$ cat src/rtl/alert_arb_pkg.sv
package alert_arb_pkg;

  localparam logic [6:0] RESP_ADDR = 7'b0001100;

  typedef enum logic [2:0] {
    ST_IDLE,
    ST_RX,
    ST_ACK,
    ST_TX,
    ST_DONE
  } arbState_t;

  typedef struct packed {
    logic clrCnt;
    logic incCnt;
    logic capRx;
    logic loadTx;
    logic shiftTx;
    logic clrLatch;
  } arbStrobe_t;

endpackage

$ cat src/rtl/alert_arb_dp.sv
module alert_arb_dp
  import alert_arb_pkg::*;
#(
  parameter int NPINS        = 3,
  parameter int SYNC_STAGES  = 2,
  parameter int PWRUP_CYCLES = 1000
) (
  input  logic             clk,
  input  logic             rstN,
  input  logic [NPINS-1:0] pinIn,
  input  logic             thermFault,
  input  logic             suspendN,
  input  logic [NPINS-1:0] normMask,
  input  logic [NPINS-1:0] suspMask,
  input  logic [6:0]       ownAddr,
  input  logic             sdaIn,
  input  arbStrobe_t       strb,
  output logic [7:0]       rxByte,
  output logic [3:0]       bitCount,
  output logic             txMsb,
  output logic             pending,
  output logic             pwrDone
);

  localparam int PW = $clog2(PWRUP_CYCLES + 1);

  logic [NPINS-1:0] syncStage [SYNC_STAGES];
  logic [NPINS-1:0] prevPins;
  logic [NPINS-1:0] activeMask;
  logic [NPINS-1:0] pinChange;
  logic [PW-1:0]    pwrCnt;
  logic [7:0]       txShift;
  logic             setLatch;

  // Synchroniser chain for the pin inputs
  for (genvar s = 0; s < SYNC_STAGES; s++) begin : g_sync
    if (s == 0) begin : g_first
      always_ff @(posedge clk) begin
        if (!rstN) syncStage[0] <= '0;
        else       syncStage[0] <= pinIn;
      end
    end else begin : g_next
      always_ff @(posedge clk) begin
        if (!rstN) syncStage[s] <= '0;
        else       syncStage[s] <= syncStage[s-1];
      end
    end
  end

  always_ff @(posedge clk) begin
    if (!rstN) prevPins <= '0;
    else       prevPins <= syncStage[SYNC_STAGES-1];
  end

  always_ff @(posedge clk) begin
    if (!rstN)                        pwrCnt <= '0;
    else if (pwrCnt != PW'(PWRUP_CYCLES)) pwrCnt <= pwrCnt + 1'b1;
  end

  assign pwrDone    = (pwrCnt == PW'(PWRUP_CYCLES));
  assign activeMask = suspendN ? normMask : suspMask;
  assign pinChange  = (syncStage[SYNC_STAGES-1] ^ prevPins) & ~activeMask;
  assign setLatch   = thermFault | (pwrDone & (|pinChange));

  always_ff @(posedge clk) begin
    if (!rstN)              pending <= 1'b0;
    else if (setLatch)      pending <= 1'b1;
    else if (strb.clrLatch) pending <= 1'b0;
  end

  always_ff @(posedge clk) begin
    if (!rstN) begin
      rxByte   <= '0;
      bitCount <= '0;
      txShift  <= '1;
    end else begin
      if (strb.capRx)       rxByte <= {rxByte[6:0], sdaIn};
      if (strb.clrCnt)      bitCount <= '0;
      else if (strb.incCnt) bitCount <= bitCount + 1'b1;
      if (strb.loadTx)       txShift <= {ownAddr, 1'b1};
      else if (strb.shiftTx) txShift <= {txShift[6:0], 1'b1};
    end
  end

  assign txMsb = txShift[7];

  AST_LATCH_HOLDS: assert property (@(posedge clk) disable iff (!rstN)
    (pending && !strb.clrLatch) |=> pending);
  AST_THERM_SETS: assert property (@(posedge clk) disable iff (!rstN)
    thermFault |=> pending);
  AST_PWRUP_QUIET: assert property (@(posedge clk) disable iff (!rstN)
    (!pwrDone && !thermFault && !pending) |=> !pending);

endmodule

$ cat src/rtl/alert_arb_ctrl.sv
module alert_arb_ctrl
  import alert_arb_pkg::*;
(
  input  logic       clk,
  input  logic       rstN,
  input  logic       startSeen,
  input  logic       stopSeen,
  input  logic       sclRise,
  input  logic       sclFall,
  input  logic       sdaIn,
  input  logic [7:0] rxByte,
  input  logic [3:0] bitCount,
  input  logic       txMsb,
  input  logic       pending,
  output arbStrobe_t strb,
  output logic       sdaDrvLow
);

  arbState_t state, nextState;

  always_ff @(posedge clk) begin
    if (!rstN) state <= ST_IDLE;
    else       state <= nextState;
  end

  always_comb begin
    nextState = state;
    strb      = '0;
    if (stopSeen) begin
      nextState = ST_IDLE;
    end else if (startSeen) begin
      nextState   = ST_RX;
      strb.clrCnt = 1'b1;
    end else begin
      unique case (state)
        ST_RX: begin
          if (sclRise) begin
            strb.capRx  = 1'b1;
            strb.incCnt = 1'b1;
          end else if (sclFall && bitCount == 4'd8) begin
            if (rxByte == {RESP_ADDR, 1'b1} && pending) nextState = ST_ACK;
            else                                        nextState = ST_DONE;
          end
        end
        ST_ACK: begin
          if (sclFall) begin
            nextState   = ST_TX;
            strb.loadTx = 1'b1;
            strb.clrCnt = 1'b1;
          end
        end
        ST_TX: begin
          if (sclRise) begin
            if (txMsb && !sdaIn) begin
              nextState = ST_DONE;
            end else begin
              strb.incCnt = 1'b1;
              if (bitCount == 4'd7) begin
                strb.clrLatch = 1'b1;
                nextState     = ST_DONE;
              end
            end
          end else if (sclFall) begin
            strb.shiftTx = 1'b1;
          end
        end
        default: ;
      endcase
    end
  end

  assign sdaDrvLow = (state == ST_ACK) || (state == ST_TX && !txMsb);

  AST_DRIVE_NEEDS_PENDING: assert property (@(posedge clk) disable iff (!rstN)
    sdaDrvLow |-> pending);
  AST_CLEAR_AFTER_TX: assert property (@(posedge clk) disable iff (!rstN)
    $fell(pending) |-> ($past(state) == ST_TX && $past(sclRise)));
  AST_LOSS_RELEASES: assert property (@(posedge clk) disable iff (!rstN)
    (state == ST_TX && sclRise && !startSeen && !stopSeen && txMsb && !sdaIn)
      |=> (!sdaDrvLow && pending));

endmodule

$ cat src/rtl/alert_latch_arb.sv
module alert_latch_arb
  import alert_arb_pkg::*;
#(
  parameter int NPINS        = 3,
  parameter int SYNC_STAGES  = 2,
  parameter int PWRUP_CYCLES = 1000
) (
  input  logic             clk,
  input  logic             rstN,
  input  logic [NPINS-1:0] pinIn,
  input  logic             thermFault,
  input  logic             suspendN,
  input  logic [NPINS-1:0] normMask,
  input  logic [NPINS-1:0] suspMask,
  input  logic [6:0]       ownAddr,
  input  logic             startSeen,
  input  logic             stopSeen,
  input  logic             sclRise,
  input  logic             sclFall,
  input  logic             sdaIn,
  output logic             sdaDrvLow,
  output logic             alertN
);

  arbStrobe_t strb;
  logic [7:0] rxByte;
  logic [3:0] bitCount;
  logic       txMsb;
  logic       pending;
  logic       pwrDone;

  alert_arb_dp #(
    .NPINS(NPINS), .SYNC_STAGES(SYNC_STAGES), .PWRUP_CYCLES(PWRUP_CYCLES)
  ) u_dp (
    .clk(clk), .rstN(rstN), .pinIn(pinIn), .thermFault(thermFault),
    .suspendN(suspendN), .normMask(normMask), .suspMask(suspMask),
    .ownAddr(ownAddr), .sdaIn(sdaIn), .strb(strb), .rxByte(rxByte),
    .bitCount(bitCount), .txMsb(txMsb), .pending(pending), .pwrDone(pwrDone)
  );

  alert_arb_ctrl u_ctrl (
    .clk(clk), .rstN(rstN), .startSeen(startSeen), .stopSeen(stopSeen),
    .sclRise(sclRise), .sclFall(sclFall), .sdaIn(sdaIn), .rxByte(rxByte),
    .bitCount(bitCount), .txMsb(txMsb), .pending(pending), .strb(strb),
    .sdaDrvLow(sdaDrvLow)
  );

  assign alertN = !(pending || !pwrDone);

  AST_ALERT_LOW_WHEN_PENDING: assert property (@(posedge clk) disable iff (!rstN)
    pending |-> !alertN);

endmodule

$ cat config.mk
export PLATFORM = sky130hd
export DESIGN_NAME = alert_latch_arb
export DESIGN_NICKNAME = d
export VERILOG_FILES = /design/src/rtl/alert_arb_pkg.sv /design/src/rtl/alert_arb_dp.sv /design/src/rtl/alert_arb_ctrl.sv /design/src/rtl/alert_latch_arb.sv
export SDC_FILE = /design/constraint.sdc
export NUM_CORES = 1
export LEC_CHECK = 0
export ABC_AREA = 1
export BUFFER_PORTS_ARGS = -buffer_cell sky130_fd_sc_hd__buf_4
export CORE_MARGIN = 5
export CORE_UTILIZATION = 42
export CTS_CLUSTER_SIZE = 16
export DETAILED_ROUTE_END_ITERATION = 10
export PLACE_DENSITY = 0.61
export SYNTH_ARGS = -nofsm -noshare
export SYNTH_HDL_FRONTEND = slang
export SYNTH_SLANG_ARGS = --single-unit
$ cat constraint.sdc
create_clock -name clk -period 3.5 [get_ports clk]
set_clock_uncertainty 0.2 [all_clocks]
set_input_delay 0.175 -clock clk [delete_from_list [all_inputs] [get_ports clk]]
set_output_delay 0.175 -clock clk [all_outputs]
set_load 0.01 [all_outputs]
==> summary.txt <==
Synthesis
  – Most used DFF post-synth: dfxtp_1
  – Adder-Cell Fraction of Synth Area: 2.48%
  – Post-synthesis register bit count: 42
  – Compound-Gate Fraction of Synth Area: 14.0%
  – Top-count cell post-synth: nand2_1
  – Post-synth EDFFs: 0
  – Netlist cell types: 36
  – Largest family of logic cells by synthesized area: simple AND/OR/NAND/NOR gates
  – Post-Synth Simple-Gate Area: between 20% and 30%
  – Warnings from Yosys: 0
  – Mux contribution to synthesized area: 0%
  – Post-Synth XOR/XNOR Area: 2.60%
  – Top cell type's share of synthesized area: approximately two fifths
  – Syn Inst Count: 276
  – Sequential area share after synthesis: 41.6%
  – Most instantiated cells after synthesis: nand2_1, dfxtp_1, inv_1
  – Mean Syn Cell Area: 7.32 um^2
  – Largest area contributor in the netlist: dfxtp_1
  – Synth async-reset ratio: 0%
  – Syn nets: 305
  – Synth top area cells: dfxtp_1, nand2_1, inv_1
  – Synthesized cell area: 2020 um^2

Job
  – Max-cap violations: 0

STA
  – Final hold vios: 0
  – Setup total negative slack: 0 ps
  – Final setup margin: 1380 ps
  – Final Max Tran Viols: 0
  – Worst-margin pin slew: 439 ps
  – Fin crit share: 60.5%
  – Setup violators final: 0
  – RSZ-0062 raised after global routing: false
  – Post-route minimum period: roughly 2100 ps
  – Slew headroom: 70.5%
  – Max Fclk: 472 MHz

Routing
  – DR iter-0 viols: 48
  – Overall routed net length: slightly above 4000 um
  – Via count: 1,778
  – Drt via density: 4.78
  – Routed WL per cell: between 10 and 15 um
  – Residual DRC: 0
  – Remaining antenna violation count after routing: 0
  – Initial DRT Pass Iterations: 4

Clocking
  – # H-tree levels: 2
  – Total CTS buffers: 5
  – Clock transition at path regs: 80 ps
  – CTS sink cnt: 42
  – Worst skew pair latency: around 290 ps
  – Setup bufs post-CTS: 0
  – CTS max path bufs: 2
  – Clock root buffer: clkbuf_8
  – CTS tree: done

Global routing
  – First-pass GRT wire length: 7290 um
  – Total grt overflow: 0
  – Initial antenna violation count: 0
  – Largest net degree at the start of global routing: 29
  – Via count of the first global-routing pass: roughly 1,700
  – Global Route Usage Sum: 14.5%

Power and ir drop
  – PwrDens: 359 nW/um^2
  – Leak Pwr: 1.08 nW
  – Worst vdd ir: around 0.00025 V

Floorplanning
  – Die height: 79.4 um
  – Rows: 25
  – Initial Utilization: 43.1%
  – Ports: 27
  – Die ar.: 6300 um^2
  – Die X: 79.4 um
  – Core ar.: around 4700 um^2

Placement
  – Pre-CTS setup slack: 1710 ps
  – IO buf count: 26
  – Final GP Congestion: about 0.78
  – Post-DP HPWL: 2950 um

Critical path
  – Startpoint types: flip-flop
  – Worst EP arrival: 1740 ps
  – Kind of critical path: flip-flop to primary output
  – Max FO, Critical Path: 5
  – Critical Path Sink Type: primary output
  – FF-to-FF path depth: 6
  – Critical path required time: 3120 ps

Final layout
  – Final nets: 346
  – Antenna diodes: 0
  – Share of cells above drive strength 1: 15.7%
  – Layout area overhead: 22.2%

Outcome
  – Status: finished, final reports clean

Min path
  – Hold Path Depth: 2
  – Hold Crit Class: primary input to flip-flop
-- state kept, by name, summed over array words and instances (netlist names) --
name	count
u_ctrl.state	3
u_dp.rxByte	8
u_dp.syncStage	6
u_dp.txShift	7
u_dp.prevPins	3
u_dp.bitCount	4
u_dp.pwrCnt	10
u_dp.pending	1
-- power by group --
group          internal (mW)  leakage, nW  switching, mW  total, mW
clock                  0.140       0.0441          0.170      0.310
combinational         0.0412        0.690         0.0397     0.0810
sequential             0.487        0.341        0.00784      0.495
-- final cells by class --
class,instances,area (um^2)
clock buffers,5,68.8
clock inverters,3,21.3
fillers,502,2220
inverters,45,169
multi-input cells,185,987
flip-flops and latches,42,841
well taps,54,67.6
repair buffers,38,315
-- placed cells by master, fill, tap and decap left out, types with 5 or more instances in the layout --
cell / Yosys / final
nand4_1: 10 / 10
nor2_1: 21 / 21
nand2_1: 63 / 63
o21ai_0: 13 / 13
a21oi_1: 24 / 24
nand3_1: 17 / 17
dfxtp_1: 42 / 42
buf_4: 0 / 26
inv_1: 42 / 42
clkbuf_8: 0 / 5
dlygate4sd3_1: 0 / 12
-- metrics by stage --
stage                     cell area [um^2]  utilization (%)  instances  power [mW]  hold slack [ps]
final                                 2470             52.6        372       0.886             16.7
after floorplan                       2020                -        276       0.544             72.6
after detailed placement              2260             48.2        352       0.577              161
after CTS                             2470             52.6        372       0.898             14.7
after global placement                2260             48.2        352       0.576              159
after global routing                  2470             52.6        372       0.933             24.3
-- kinds of logic after synthesis --
group	after synthesis
buffers and inverters	49
DFF	42
adders and majority gates	4
AOI/OAI and AO/OA	48
xor gates and xnor gates	6
and+or+nand+nor	127
-- timing repair --
action,4_1_cts,5_1_grt
endpoints found under the hold margin,13,0
hold buffers,12,0
gates resized for setup,0,0
-- final timing paths --
kind | from | endpoint | slack (ps)
setup / recovery | u_dp.pwrCnt[0] | alertN | 1380
hold / removal | rstN | u_dp.txShift[1] | 20
setup reg to reg | u_ctrl.state[2] | u_dp.rxByte[1] | 1820
hold reg to reg | u_dp.syncStage[0][0] | u_dp.syncStage[1][0] | 220
-- metal layers --
layer  GRT usage [%]  wire length (um)
met1            17.6              1920
met5               0                 0
met3            2.72               106
met4            5.67                59
met2            25.3              1980
-- worst max-delay path: stages (launching register included) --
cell and delay, ps:
dfxtp_1 340, inv_1 80, ha_1 140, nand3_1 80, nor4_2 410, inv_1 140, nor2_1 130, buf_4 130
Note: power is estimated with default switching activity, not from simulation.
